File: src/rtl/sram_ctl_pkg.sv
package sram_ctl_pkg;

  typedef enum logic [2:0] {
    ST_IDLE   = 3'd0,
    ST_WSET   = 3'd1,
    ST_WPULSE = 3'd2,
    ST_WREC   = 3'd3,
    ST_RD     = 3'd4,
    ST_GAP    = 3'd5
  } seq_st_t;

  // Round a nanosecond interval up to whole clock cycles, never below one.
  function automatic int ns_to_cyc(input int ns, input int clk_ns);
    int c;
    c = (ns + clk_ns - 1) / clk_ns;
    if (c < 1) c = 1;
    return c;
  endfunction

  function automatic int max2(input int a, input int b);
    return (a > b) ? a : b;
  endfunction

endpackage

File: src/rtl/sram_ctl_timer.sv
module sram_ctl_timer #(
  parameter int CNT_W = 5
) (
  input  logic             clk,
  input  logic             rst_n,
  input  logic             load,
  input  logic [CNT_W-1:0] load_val,
  output logic [CNT_W-1:0] cnt,
  output logic             last
);

  // Loaded with N on entry to a phase, so the phase lasts N cycles.
  always_ff @(posedge clk or negedge rst_n) begin
    if (!rst_n)            cnt <= '0;
    else if (load)         cnt <= load_val;
    else if (cnt != '0)    cnt <= cnt - 1'b1;
  end

  assign last = (cnt == CNT_W'(1));

endmodule

File: src/rtl/sram_ctl_seq.sv
module sram_ctl_seq
  import sram_ctl_pkg::*;
#(
  parameter int NP     = 23,
  parameter int NAA    = 25,
  parameter int NGAP_W = 0,
  parameter int NGAP_R = 0,
  parameter int CNT_W  = 5
) (
  input  logic             clk,
  input  logic             rst_n,
  input  logic             req_valid,
  input  logic             req_write,
  input  logic             tmr_last,
  output seq_st_t          st,
  output logic             req_ready,
  output logic             accept,
  output logic             tmr_load,
  output logic [CNT_W-1:0] tmr_val,
  output logic             rd_cap,
  output logic             done
);

  localparam bit HAS_GAP_W = (NGAP_W > 0);
  localparam bit HAS_GAP_R = (NGAP_R > 0);

  seq_st_t st_nxt;

  assign req_ready = (st == ST_IDLE);
  assign accept    = req_ready && req_valid;
  assign rd_cap    = (st == ST_RD) && tmr_last;

  always_comb begin
    st_nxt   = st;
    tmr_load = 1'b0;
    tmr_val  = '0;
    done     = 1'b0;
    unique case (st)
      ST_IDLE: begin
        if (req_valid) begin
          tmr_load = 1'b1;
          if (req_write) begin
            st_nxt  = ST_WSET;
            tmr_val = CNT_W'(1);
          end else begin
            st_nxt  = ST_RD;
            tmr_val = CNT_W'(NAA);
          end
        end
      end
      ST_WSET: begin
        if (tmr_last) begin
          st_nxt   = ST_WPULSE;
          tmr_load = 1'b1;
          tmr_val  = CNT_W'(NP);
        end
      end
      ST_WPULSE: begin
        if (tmr_last) begin
          st_nxt   = ST_WREC;
          tmr_load = 1'b1;
          tmr_val  = CNT_W'(1);
        end
      end
      ST_WREC: begin
        if (tmr_last) begin
          if (HAS_GAP_W) begin
            st_nxt   = ST_GAP;
            tmr_load = 1'b1;
            tmr_val  = CNT_W'(NGAP_W);
          end else begin
            st_nxt = ST_IDLE;
            done   = 1'b1;
          end
        end
      end
      ST_RD: begin
        if (tmr_last) begin
          if (HAS_GAP_R) begin
            st_nxt   = ST_GAP;
            tmr_load = 1'b1;
            tmr_val  = CNT_W'(NGAP_R);
          end else begin
            st_nxt = ST_IDLE;
            done   = 1'b1;
          end
        end
      end
      ST_GAP: begin
        if (tmr_last) begin
          st_nxt = ST_IDLE;
          done   = 1'b1;
        end
      end
      default: st_nxt = ST_IDLE;
    endcase
  end

  always_ff @(posedge clk or negedge rst_n) begin
    if (!rst_n) st <= ST_IDLE;
    else        st <= st_nxt;
  end

endmodule

File: src/rtl/sram_ctl_dpath.sv
module sram_ctl_dpath
  import sram_ctl_pkg::*;
#(
  parameter int ADDR_W = 10,
  parameter int DATA_W = 4,
  parameter int NP     = 23,
  parameter int NWZ    = 8,
  parameter int CNT_W  = 5
) (
  input  logic              clk,
  input  logic              rst_n,
  input  logic              accept,
  input  logic [ADDR_W-1:0] req_addr,
  input  logic [DATA_W-1:0] req_wdata,
  input  seq_st_t           st,
  input  logic [CNT_W-1:0]  tmr_cnt,
  input  logic              rd_cap,
  input  logic              done,
  input  logic [DATA_W-1:0] mem_dq_in,
  output logic [ADDR_W-1:0] mem_addr,
  output logic              mem_cs_n,
  output logic              mem_we_n,
  output logic              mem_dq_oe,
  output logic [DATA_W-1:0] mem_dq_out,
  output logic              rsp_valid,
  output logic [DATA_W-1:0] rsp_rdata
);

  // Driver switches on once the strobe has been low for NWZ cycles.
  localparam int OE_FROM = NP - NWZ;

  logic [ADDR_W-1:0] addr_q;
  logic [DATA_W-1:0] wdata_q;

  always_ff @(posedge clk or negedge rst_n) begin
    if (!rst_n) begin
      addr_q  <= '0;
      wdata_q <= '0;
    end else if (accept) begin
      addr_q  <= req_addr;
      wdata_q <= req_wdata;
    end
  end

  always_ff @(posedge clk or negedge rst_n) begin
    if (!rst_n) begin
      rsp_valid <= 1'b0;
      rsp_rdata <= '0;
    end else begin
      rsp_valid <= done;
      if (rd_cap) rsp_rdata <= mem_dq_in;
    end
  end

  assign mem_addr   = addr_q;
  assign mem_dq_out = wdata_q;
  assign mem_cs_n   = !((st == ST_WSET) || (st == ST_WPULSE) ||
                        (st == ST_WREC) || (st == ST_RD));
  assign mem_we_n   = (st != ST_WPULSE);
  assign mem_dq_oe  = (st == ST_WPULSE) && (tmr_cnt <= CNT_W'(OE_FROM));

endmodule

File: src/rtl/sram_ctl.sv
module sram_ctl
  import sram_ctl_pkg::*;
#(
  parameter int ADDR_W   = 10,
  parameter int DATA_W   = 4,
  parameter int CLK_NS   = 8,
  parameter int T_CYC_NS = 200,
  parameter int T_WP_NS  = 180,
  parameter int T_AW_NS  = 180,
  parameter int T_DW_NS  = 120,
  parameter int T_WZ_NS  = 60,
  parameter int T_AA_NS  = 200
) (
  input  logic              clk,
  input  logic              rst_n,
  input  logic              req_valid,
  output logic              req_ready,
  input  logic              req_write,
  input  logic [ADDR_W-1:0] req_addr,
  input  logic [DATA_W-1:0] req_wdata,
  output logic              rsp_valid,
  output logic [DATA_W-1:0] rsp_rdata,
  output logic [ADDR_W-1:0] mem_addr,
  output logic              mem_cs_n,
  output logic              mem_we_n,
  output logic              mem_dq_oe,
  output logic [DATA_W-1:0] mem_dq_out,
  input  logic [DATA_W-1:0] mem_dq_in
);

  localparam int NCYC   = ns_to_cyc(T_CYC_NS, CLK_NS);
  localparam int NWP    = ns_to_cyc(T_WP_NS, CLK_NS);
  localparam int NAW    = ns_to_cyc(T_AW_NS, CLK_NS);
  localparam int NDW    = ns_to_cyc(T_DW_NS, CLK_NS);
  localparam int NWZ    = ns_to_cyc(T_WZ_NS, CLK_NS);
  localparam int NAA    = ns_to_cyc(T_AA_NS, CLK_NS);
  // Strobe covers pulse width, turn-off plus data setup, and address-valid
  // time (one setup cycle already precedes the strobe).
  localparam int NP     = max2(max2(NWP, NWZ + NDW), NAW - 1);
  localparam int NACT_W = NP + 2;
  localparam int NGAP_W = (NCYC > NACT_W) ? NCYC - NACT_W : 0;
  localparam int NGAP_R = (NCYC > NAA) ? NCYC - NAA : 0;
  localparam int NMAX   = max2(max2(NP, NAA), max2(NGAP_W, NGAP_R));
  localparam int CNT_W  = $clog2(NMAX + 1);

  seq_st_t          st;
  logic             accept;
  logic             tmr_load;
  logic [CNT_W-1:0] tmr_val;
  logic [CNT_W-1:0] tmr_cnt;
  logic             tmr_last;
  logic             rd_cap;
  logic             done;

  sram_ctl_timer #(.CNT_W(CNT_W)) u_timer (
    .clk      (clk),
    .rst_n    (rst_n),
    .load     (tmr_load),
    .load_val (tmr_val),
    .cnt      (tmr_cnt),
    .last     (tmr_last)
  );

  sram_ctl_seq #(
    .NP(NP), .NAA(NAA), .NGAP_W(NGAP_W), .NGAP_R(NGAP_R), .CNT_W(CNT_W)
  ) u_seq (
    .clk       (clk),
    .rst_n     (rst_n),
    .req_valid (req_valid),
    .req_write (req_write),
    .tmr_last  (tmr_last),
    .st        (st),
    .req_ready (req_ready),
    .accept    (accept),
    .tmr_load  (tmr_load),
    .tmr_val   (tmr_val),
    .rd_cap    (rd_cap),
    .done      (done)
  );

  sram_ctl_dpath #(
    .ADDR_W(ADDR_W), .DATA_W(DATA_W), .NP(NP), .NWZ(NWZ), .CNT_W(CNT_W)
  ) u_dpath (
    .clk        (clk),
    .rst_n      (rst_n),
    .accept     (accept),
    .req_addr   (req_addr),
    .req_wdata  (req_wdata),
    .st         (st),
    .tmr_cnt    (tmr_cnt),
    .rd_cap     (rd_cap),
    .done       (done),
    .mem_dq_in  (mem_dq_in),
    .mem_addr   (mem_addr),
    .mem_cs_n   (mem_cs_n),
    .mem_we_n   (mem_we_n),
    .mem_dq_oe  (mem_dq_oe),
    .mem_dq_out (mem_dq_out),
    .rsp_valid  (rsp_valid),
    .rsp_rdata  (rsp_rdata)
  );

endmodule

File: config.mk
export PLATFORM = sky130hd
export DESIGN_NAME = sram_ctl
export DESIGN_NICKNAME = d
export VERILOG_FILES = /design/src/rtl/sram_ctl_pkg.sv /design/src/rtl/sram_ctl_timer.sv /design/src/rtl/sram_ctl_seq.sv /design/src/rtl/sram_ctl_dpath.sv /design/src/rtl/sram_ctl.sv
export SDC_FILE = /design/constraint.sdc
export NUM_CORES = 1
export LEC_CHECK = 0
export BUFFER_PORTS_ARGS = -buffer_cell sky130_fd_sc_hd__buf_2
export CAP_MARGIN = 10
export CORE_ASPECT_RATIO = 0.9
export CORE_MARGIN = 2
export CORE_UTILIZATION = 49
export CTS_CLUSTER_SIZE = 8
export DETAILED_ROUTE_END_ITERATION = 10
export PLACE_DENSITY_LB_ADDON = 0.1
export REMOVE_ABC_BUFFERS = 1
export SLEW_MARGIN = 5
export SYNTH_ARGS = -nofsm -noshare
export SYNTH_HDL_FRONTEND = slang
export SYNTH_SLANG_ARGS = --single-unit
export TNS_END_PERCENT = 20
File: constraint.sdc
create_clock -name clk -period 2.1 [get_ports clk]
set_input_delay 0.42 -clock clk [delete_from_list [all_inputs] [get_ports clk]]
set_output_delay 0.42 -clock clk [all_outputs]
set_load 0.05 [all_outputs]
==> flow_metrics.env, run 1 <==
export IMPL_syn_area_per_cell_sq_um=9.70
export IMPL_outcome="finished clean"
export IMPL_vdd_ir_drop_worst_uv=957
export IMPL_crit_buf_inv=1
export IMPL_power_mw=2.68
export IMPL_cpPeakStageDelay_ps=420
export IMPL_htree_levels=1
export IMPL_required_ps=1680
export IMPL_cts_root_buf="clkbuf_4"
export IMPL_cp_top_family="simple AND/OR/NAND/NOR gates"
export IMPL_rsz0062_at_grt="no"
export IMPL_fin_nets=213
export IMPL_cts_resized=0
export IMPL_synth_seq_area_share_pct=50.1
export IMPL_synth_cell_types=35
export IMPL_cts_buffers=3
export IMPL_dpl_hpwl_mm=2.09
export IMPL_critPathLaunchType="flop"
export IMPL_pwr_share_seq_pct=34.9
export IMPL_die_w_um=59.3
export IMPL_placed_area_sq_um=1600
export IMPL_fin_crit_sh_pct=95.7
export IMPL_via_per_inst=5.19
export IMPL_coreArea_sq_um=2680
export IMPL_route_detailed_drc=0
export IMPL_p_int_mw=1.27
export IMPL_post_cts_buffers=0
export IMPL_switching_power_mw=1.41
export IMPL_worstSetupEndpointType="primary output"
export IMPL_portBuffers=44
export IMPL_grt_pass1_vias=1020
export IMPL_firstDrtPassIters=4
export IMPL_holdWs_ps=79.0
export IMPL_design_area_sq_um=1620
export IMPL_clock_power_share_pct=8.2
export IMPL_power_leakage_nw=0.845
export IMPL_start_util_pct=50.3
export IMPL_drive_gt1_share_pct=32.3
export IMPL_switching_share_pct=52.7
export IMPL_drt_iter0_drc=65
export IMPL_synthCells=139
export IMPL_ant_nets=0
export IMPL_wl_per_cell_um=12.8
export IMPL_clock_sinks=27
export IMPL_maxCapViolCount=0
export IMPL_worst_setup_path_type="reg2out"
export IMPL_crit_chain="or3b_1 > nor3_1 > buf_2"
export IMPL_pwr_share_comb_pct=56.9
export IMPL_rows=18
export IMPL_vias=1120
export IMPL_ys_ff_latch=27
export IMPL_drv_slew=0
export IMPL_die_height_um=53.8
export IMPL_grt_max_degree=28
export IMPL_syn_area_sq_um=1350
export IMPL_worstMarginPinSlew_ps=593
export IMPL_clk_latency_ps=320
export IMPL_hold_viol=0
export IMPL_dieArea_sq_um=3190
export IMPL_cp_slowest_cell="or3b_1"
export IMPL_antenna_found_initial=0
export IMPL_utilization_pct=60.6
export IMPL_cts_buffer_depth=2
export IMPL_gp_congestion=0.823
export IMPL_relSlewSlack_pct=60.4
export IMPL_io_pins=45
export IMPL_fin_crit_ps=2010
export IMPL_overflow=0
export IMPL_worstPathArrival_ps=1590
export IMPL_hold_buffers=0
export IMPL_power_density_nw_per_um2=1650
export IMPL_cts_tree="built"
export IMPL_routed_wl_mm=2.76
export IMPL_ys_warnings_count=0
export IMPL_crit_path_max_fanout=3
export IMPL_holdCritPathClass="in2async"
export IMPL_area_growth_synth_to_final_pct=20.4
export IMPL_grt_util_all_layers_pct=18.7
export IMPL_setup_viol=0
export IMPL_timing_fmax_mhz=498
export IMPL_grt_pass1_wl_mm=4.46
export IMPL_skew_ps=9.01
export IMPL_antennaDiodeCount=0
export IMPL_clk_pin_slew_ps=140
-- layout make-up --
type                            count  area, sq um
Clock buffer                        4         26.3
Fill cell                         235         1060
Inverter                            2         7.51
Multi-Input combinational cell    104          619
Sequential cell                    27          676
Tap cell                           30         37.5
Timing Repair Buffer               49          258
-- synth_stat cells --
| cell type | number | area share [%] |
|---|---|---|
| nand4_1 | 3 | 1.4 |
| buf_2 | 1 | 0.37 |
| and2_0 | 1 | 0.46 |
| nand3_1 | 2 | 0.74 |
| buf_6 | 2 | 1.7 |
| and4_4 | 1 | 0.83 |
| buf_4 | 2 | 1.1 |
| a211oi_2 | 1 | 0.93 |
| dfrtp_1 | 27 | 50 |
| nor2b_1 | 1 | 0.46 |
| clkbuf_1 | 1 | 0.28 |
| a211oi_1 | 1 | 0.56 |
| nand2b_1 | 2 | 0.93 |
| o21ai_0 | 2 | 0.74 |
| o31ai_1 | 1 | 0.56 |
| xor2_1 | 5 | 3.2 |
| or3b_1 | 1 | 0.65 |
| mux2i_1 | 2 | 1.5 |
| ha_1 | 4 | 3.7 |
| nor3_1 | 5 | 1.9 |
| a21oi_1 | 5 | 1.9 |
| and2_1 | 1 | 0.46 |
| nand2_1 | 46 | 13 |
| mux2_2 | 4 | 3.3 |
| nor3b_1 | 1 | 0.56 |
| nand3b_1 | 1 | 0.56 |
| nor2_1 | 7 | 1.9 |
| a22oi_1 | 1 | 0.56 |
| nor4b_4 | 1 | 1.8 |
| or4b_4 | 1 | 1.0 |
| nor4b_1 | 1 | 0.65 |
| xnor2_1 | 1 | 0.65 |
| a2bb2oi_1 | 1 | 0.65 |
| a21o_1 | 1 | 0.56 |
| inv_1 | 2 | 0.56 |
-- metal layers --
metal	track usage, %	wire length [um]
met5	0	0
met1	24.5	1230
met3	5.05	202
met4	3.41	15
met2	31.3	1310
-- worst register-to-register path: stages (launching register included) --
cell and delay [ps]:
dfrtp_1 440, inv_1 130, ha_1 200, or4b_4 520, a211oi_2 230, a2bb2oi_1 160, mux2i_1 80
-- registers in the layout, summed over array words and instances (netlist names) --
signal / cells
u_dpath.mem_addr: 10
u_timer.cnt: 5
u_dpath.mem_dq_out: 4
u_dpath.rsp_rdata: 4
u_seq.st: 3
u_dpath.rsp_valid: 1
-- power by group through the flow --
stage / clock, mW / sequential [mW] / combinational, mW
6_report: 0.219 / 0.935 / 1.53
5_1_grt: 0.248 / 0.969 / 1.67
4_1_cts: 0.228 / 0.934 / 1.54
3_5_place_dp: 0 / 0.946 / 1.53
3_3_place_gp: 0 / 0.929 / 1.52
2_1_floorplan: 0 / 1.54 / 0.543
-- path summary, 6_finish.rpt --
kind                                          start             endpoint  slack [ps]  cells past startpoint
min in group clk                        req_addr[3]  u_dpath.mem_addr[3]         280                      3
worst min-delay path                          rst_n       u_timer.cnt[1]          80                      1
worst min register to register  u_dpath.mem_addr[2]  u_dpath.mem_addr[2]         480                      2
worst max-delay path                    u_seq.st[0]            mem_dq_oe          90                      3
worst max register to register       u_timer.cnt[1]       u_timer.cnt[1]         230                      6
max in group asynchronous                     rst_n  u_dpath.mem_addr[9]        1630                      1
-- metrics by stage --
stage | setup TNS (ps) | setup slack [ps] | cells
after detailed placement | 0 | 260 | 212
after floorplan | -11430 | -739 | 133
after global placement | 0 | 329 | 212
after global routing | 0 | 13.3 | 216
after CTS | 0 | 76.4 | 216
final | 0 | 91.1 | 216
-- cell families (layout without fill, tap and decap cells) --
| kind of cell | Yosys count | in the layout | share of synthesized area (%) |
|---|---|---|---|
| and+or+nand+nor | 75 | 75 | 27.1 |
| DFF | 27 | 27 | 50.1 |
| AOI/OAI and AO/OA | 13 | 13 | 6.40 |
| buffers and inverters | 8 | 55 | 3.99 |
| xor gates and xnor gates | 6 | 6 | 3.90 |
| muxes | 6 | 6 | 4.82 |
| adders and majority gates | 4 | 4 | 3.71 |
-- layout by cell type (no fill, tap or decap), types with 2 or more instances in the layout --
master	n
nor2_1	7
nor3_1	5
buf_2	44
buf_4	5
dfrtp_1	27
a21oi_1	5
nand2_1	46
ha_1	4
inv_1	2
mux2_2	4
mux2i_1	2
o21ai_0	2
nand3_1	2
clkbuf_4	3
nand2b_1	2
nand4_1	3
xor2_1	5
Note: power is estimated with default switching activity, not from simulation.
==> run 2: changes to the inputs <==
--- a/config.mk
+++ b/config.mk
@@ -5,14 +5,18 @@
 export SDC_FILE = /design/constraint.sdc
 export NUM_CORES = 1
 export LEC_CHECK = 0
+export ABC_AREA = 1
 export BUFFER_PORTS_ARGS = -buffer_cell sky130_fd_sc_hd__buf_2
 export CAP_MARGIN = 10
+export CELL_PAD_IN_SITES_DETAIL_PLACEMENT = 1
+export CELL_PAD_IN_SITES_GLOBAL_PLACEMENT = 1
 export CORE_ASPECT_RATIO = 0.9
 export CORE_MARGIN = 2
-export CORE_UTILIZATION = 49
+export CORE_UTILIZATION = 35
 export CTS_CLUSTER_SIZE = 8
 export DETAILED_ROUTE_END_ITERATION = 10
 export PLACE_DENSITY_LB_ADDON = 0.1
+export RECOVER_POWER = 25
 export REMOVE_ABC_BUFFERS = 1
 export SLEW_MARGIN = 5
 export SYNTH_ARGS = -nofsm -noshare
==> flow_metrics.env, run 2 <==
export IMPL_min_to="u_dpath.mem_addr[4]"
export IMPL_netlist_top_cells_area="dfrtp_1 50%, nand2_1 22%, inv_1 4.7%"
export IMPL_cts_root_buf="clkbuf_8"
export IMPL_synth_seq_area_share_pct=50.0
export IMPL_outcome="finished clean"
export IMPL_clock_sinks=27
export IMPL_setup_slack_ps=204
export IMPL_firstDrtPassIters=3
export IMPL_dieArea_sq_um=4370
export IMPL_synth_edf_count=0
export IMPL_timing_fmax_mhz=527
export IMPL_synth_top_area_share_pct=50.0
export IMPL_cts_buffers=3
export IMPL_worst_setup_path_type="reg2out"
export IMPL_yosysTopAreaCell="dfrtp_1"
export IMPL_fin_nets=242
export IMPL_synthSimpleGateAreaFrac_pct=34.8
export IMPL_final_common_cell="nand2_1"
export IMPL_largest_reg_flops=10
export IMPL_coreArea_sq_um=3700
export IMPL_area_growth_synth_to_final_pct=22.4
export IMPL_final_cell_mix="78 x nand2_1, 43 x buf_2, 27 x dfrtp_1"
export IMPL_die_height_um=62.9
export IMPL_dp_slack_ps=510
export IMPL_ant_nets=0
export IMPL_final_cells=261
export IMPL_synth_compound_area_share_pct=4.26
export IMPL_drv_slew=0
export IMPL_synthCells=169
export IMPL_ys_flop_type="dfrtp_1"
export IMPL_design_area_sq_um=1650
export IMPL_vias=1233
export IMPL_reg2reg_to="u_timer.cnt[1]"
export IMPL_die_w_um=69.5
export IMPL_maxCapViolCount=0
export IMPL_synthMuxAreaShare_pct=0
export IMPL_syn_area_sq_um=1350
export IMPL_placed_area_sq_um=1610
export IMPL_htree_levels=1
export IMPL_synth_top_family_by_area="simple AND/OR/NAND/NOR gates"
export IMPL_crit_path_max_fanout=5
export IMPL_route_detailed_drc=0
export IMPL_drive_gt1_share_pct=27.0
export IMPL_grt_max_degree=28
export IMPL_worstHoldPathCells=3
export IMPL_worstSetupEndpointType="primary output"
export IMPL_rrSetupSlack_ps=530
export IMPL_grt_pass1_vias=1291
export IMPL_ys_top_cells_by_count="78 x nand2_1, 27 x dfrtp_1, 17 x inv_1"
export IMPL_overflow=0
export IMPL_synth_xor_area_share_pct=0.648
export IMPL_antenna_found_initial=0
export IMPL_io_pins=45
export IMPL_ys_warnings_count=0
export IMPL_worstMarginPinSlew_ps=1480
export IMPL_r2r_cells=8
export IMPL_via_per_inst=4.72
export IMPL_gp_congestion=0.768
export IMPL_synth_adder_area_share_pct=3.70
export IMPL_rows=21
export IMPL_synth_cell_types=22
export IMPL_clk_latency_ps=270
export IMPL_min_from="req_addr[4]"
export IMPL_skew_ps=1.87
export IMPL_wl_per_cell_um=12.5
export IMPL_yosysMostFrequentCell="nand2_1"
export IMPL_portBuffers=44
export IMPL_required_ps=1680
export IMPL_drt_iter0_drc=31
export IMPL_rsz0062_at_grt="no"
export IMPL_clk_pin_slew_ps=90
export IMPL_r2r_start="u_seq.st[0]"
export IMPL_worstPathArrival_ps=1480
export IMPL_cts_tree="built"
export IMPL_relSlewSlack_pct=1.51
export IMPL_post_cts_buffers=0
export IMPL_cts_buffer_depth=2
export IMPL_placed_cells=257
export IMPL_fin_crit_sh_pct=90.3
export IMPL_ys_ff_latch=27
export IMPL_antennaDiodeCount=0
export IMPL_ys_async_sr_fraction_pct=100
export IMPL_grt_util_all_layers_pct=16.2
export IMPL_routed_wl_mm=3.25
export IMPL_setup_viol=0
export IMPL_grt_pass1_wl_mm=5.74
export IMPL_holdCritPathClass="in2reg"
export IMPL_hold_viol=0
export IMPL_cts_resized=0
export IMPL_syn_area_per_cell_sq_um=8.00
export IMPL_dpl_hpwl_mm=2.53
export IMPL_critPathLaunchType="flop"
export IMPL_fin_crit_ps=1900
export IMPL_hold_buffers=0
export IMPL_start_util_pct=36.5
-- run 2: cell types whose count changed in the layout (fill, tap and decap cells not counted), moves of 5 or more --
cell     delta
buf_4       -5
nand3_1     +9
inv_1      +15
o21ai_0     +5
nand2_1    +32
-- run 2: final cells by class --
| class | count | area [sq um] |
|---|---|---|
| Tap cell | 46 | 57.6 |
| Timing Repair Buffer | 44 | 219 |
| Sequential cell | 27 | 676 |
| Multi-Input combinational cell | 122 | 587 |
| Clock buffer | 4 | 45.0 |
| Inverter | 18 | 70.1 |
| Fill cell | 483 | 2050 |
-- run 2: metal layers --
layer  GRT usage [%]  up-vias  part of all wire, %
li1                -      615                    -
met1            21.1      590                   46
met2            27.0       24                   49
met3            3.87        4                  4.6
met4            4.41        0                  1.0
met5               0        -                    0
-- run 2: cells by family (layout without fill, tap and decap cells) --
logic type | after synthesis | after routing
simple gates | 107 | 107
flops | 27 | 27
buf+inv | 20 | 66
compound gates | 10 | 10
fa+ha+maj | 4 | 4
xor+xnor | 1 | 1
-- run 2: critical path, stage by stage, from the launching register on --
cell and delay (ps):
dfrtp_1 450, nor2_2 180, nand2_2 110, nor3_1 170, buf_2 280
-- run 2: worst max-delay path by stage --
stage	from	to	slack [ps]
floorplan	u_seq.st[0]	mem_dq_oe	-270
global placement	u_timer.cnt[0]	mem_dq_oe	530
detailed placement	u_timer.cnt[0]	mem_dq_oe	510
CTS	u_timer.cnt[0]	mem_dq_oe	190
global route	u_seq.st[0]	mem_dq_oe	90
finish	u_seq.st[0]	mem_dq_oe	200
-- run 2: per-stage QoR --
stage | hold slack (ps) | setup TNS [ps] | util, %
2_1_floorplan | 124 | -269 | -
3_3_place_gp | 450 | 0 | 43.5
3_5_place_dp | 459 | 0 | 43.5
4_1_cts | 176 | 0 | 44.7
5_1_grt | 351 | 0 | 44.6
6_report | 342 | 0 | 44.6
Power of run 2 is left out: the tool's default activity adds up to more than one toggle a clock period on the data nets, which glitch-free logic cannot reach.
==> run 3: changes to the inputs <==
--- a/config.mk
+++ b/config.mk
@@ -12,7 +12,7 @@
 export CELL_PAD_IN_SITES_GLOBAL_PLACEMENT = 1
 export CORE_ASPECT_RATIO = 0.9
 export CORE_MARGIN = 2
-export CORE_UTILIZATION = 35
+export CORE_UTILIZATION = 30
 export CTS_CLUSTER_SIZE = 8
 export DETAILED_ROUTE_END_ITERATION = 10
 export PLACE_DENSITY_LB_ADDON = 0.1
==> constraint.sdc (replaced) <==
create_clock -name clk -period 1.9 [get_ports clk]
set_input_delay 0.38 -clock clk [delete_from_list [all_inputs] [get_ports clk]]
set_output_delay 0.38 -clock clk [all_outputs]
set_load 0.05 [all_outputs]
==> flow_metrics.env, run 3 (synthesis gave the netlist of run 2 again) <==
export IMPL_outcome="finished with violations"
export IMPL_violations="capacitance limit"
export IMPL_maxCapViolCount=1
export IMPL_route_detailed_drc=0
export IMPL_grt_pass1_vias=1247
export IMPL_fin_nets=244
export IMPL_crit_buf_inv=1
export IMPL_rsz0062_at_grt="no"
export IMPL_clk_latency_ps=270
export IMPL_worstHoldPathCells=3
export IMPL_io_pins=45
export IMPL_worst_setup_path_type="reg2out"
export IMPL_critPathLaunchType="flop"
export IMPL_worstMarginPinSlew_ps=1490
export IMPL_reg2reg_to="u_timer.cnt[1]"
export IMPL_vdd_ir_drop_worst_uv=703
export IMPL_placed_cells=273
export IMPL_cpPeakStageDelay_ps=410
export IMPL_final_cells=279
export IMPL_coreArea_sq_um=4400
export IMPL_skew_ps=3.41
export IMPL_die_w_um=74.7
export IMPL_largest_reg_flops=10
export IMPL_min_to="u_dpath.mem_addr[2]"
export IMPL_vias=1207
export IMPL_holdCritPathClass="in2reg"
export IMPL_drt_iter0_drc=58
export IMPL_crit_path_max_fanout=3
export IMPL_worstSetupEndpointType="primary output"
export IMPL_portBuffers=44
export IMPL_r2r_cells=10
export IMPL_grt_pass1_wl_mm=5.46
export IMPL_placed_area_sq_um=1630
export IMPL_gp_congestion=0.739
export IMPL_final_common_cell="nand2_1"
export IMPL_drv_slew=0
export IMPL_overflow=0
export IMPL_rrSetupSlack_ps=320
export IMPL_required_ps=1520
export IMPL_cts_root_buf="clkbuf_8"
export IMPL_final_cell_mix="78 x nand2_1, 42 x buf_2, 26 x dfrtp_1"
export IMPL_setup_viol=0
export IMPL_dpl_hpwl_mm=2.51
export IMPL_cp_top_family="flip-flops"
export IMPL_ant_nets=0
export IMPL_cp_slowest_cell="dfrtp_1"
export IMPL_grt_util_all_layers_pct=14.3
export IMPL_hold_viol=0
export IMPL_via_per_inst=4.33
export IMPL_holdWs_ps=300
export IMPL_antennaDiodeCount=0
export IMPL_clk_pin_slew_ps=90
export IMPL_start_util_pct=30.7
export IMPL_area_growth_synth_to_final_pct=27.0
export IMPL_hold_buffers=0
export IMPL_min_from="req_addr[2]"
export IMPL_power_density_nw_per_um2=2050
export IMPL_drive_gt1_share_pct=30.0
export IMPL_grt_max_degree=28
export IMPL_design_area_sq_um=1720
export IMPL_fin_crit_sh_pct=94.7
export IMPL_antenna_found_initial=0
export IMPL_clock_sinks=27
export IMPL_utilization_pct=39.0
export IMPL_crit_chain="ha_2 > nor4_4 > nor3_2 > buf_4"
export IMPL_r2r_start="u_timer.cnt[1]"
export IMPL_fin_crit_ps=1800
export IMPL_die_height_um=67.7
export IMPL_dieArea_sq_um=5060
export IMPL_worstPathArrival_ps=1420
export IMPL_relSlewSlack_pct=0.858
export IMPL_cts_buffer_depth=2
export IMPL_wl_per_cell_um=11.7
export IMPL_routed_wl_mm=3.28
export IMPL_timing_fmax_mhz=556
export IMPL_htree_levels=1
export IMPL_power_leakage_nw=0.969
export IMPL_rows=23
export IMPL_firstDrtPassIters=5
export IMPL_cts_buffers=3
export IMPL_cts_tree="built"
[run 3: worst max-delay path by stage]
stage,startpoint,end,slack [ps],cells after the start
after floorplan,u_seq.st[0],mem_dq_oe,-430,3
after global placement,u_timer.cnt[0],mem_dq_oe,380,4
after CTS,u_seq.st[0],mem_dq_oe,60,4
final,u_timer.cnt[0],mem_dq_oe,100,4
after detailed placement,u_timer.cnt[1],mem_dq_oe,260,4
after global routing,u_seq.st[1],mem_cs_n,9,5
[run 3: area by class of cell]
type | instances | area (sq um)
Clock inverter | 1 | 5.00
Inverter | 18 | 70.1
Sequential cell | 27 | 677
Timing Repair Buffer | 46 | 236
Tap cell | 62 | 77.6
Multi-Input combinational cell | 122 | 609
Clock buffer | 3 | 41.3
Fill cell | 572 | 2690
[run 3: per-stage QoR]
stage | power (mW) | setup WS (ps) | setup TNS, ps
2_1_floorplan | 2.65 | -429 | -429
5_1_grt | 3.81 | 9.15 | 0
6_report | 3.52 | 100 | 0
4_1_cts | 3.54 | 63.4 | 0
3_5_place_dp | 3.17 | 264 | 0
3_3_place_gp | 3.11 | 384 | 0
[run 3: worst min-delay path, delay by kind of cell]
family | cells | cell delay (ps)
AND/OR/NAND/NOR | 2 | 90
buffers and inverters | 1 | 70
[run 3: what timing repair did]
action,in CTS,in global routing
resized for setup,2,4
hold endpoints to repair,0,0
setup endpoints to repair,1,2
pin swaps,1,1
buffers inserted,1,1
[run 3: per-layer routing]
metal / wire length, um / GRT usage (%)
met1: 1560 / 18.8
met2: 1560 / 23.5
met3: 121 / 2.84
met4: 34 / 4.91
met5: 0 / 0
[run 3: where the power goes]
part / switching, mW / total, mW / internal (mW)
combinational: 1.62 / 2.16 / 0.541
clock: 0.179 / 0.326 / 0.147
sequential: 0.189 / 1.03 / 0.844
total: 1.98 / 3.52 / 1.53
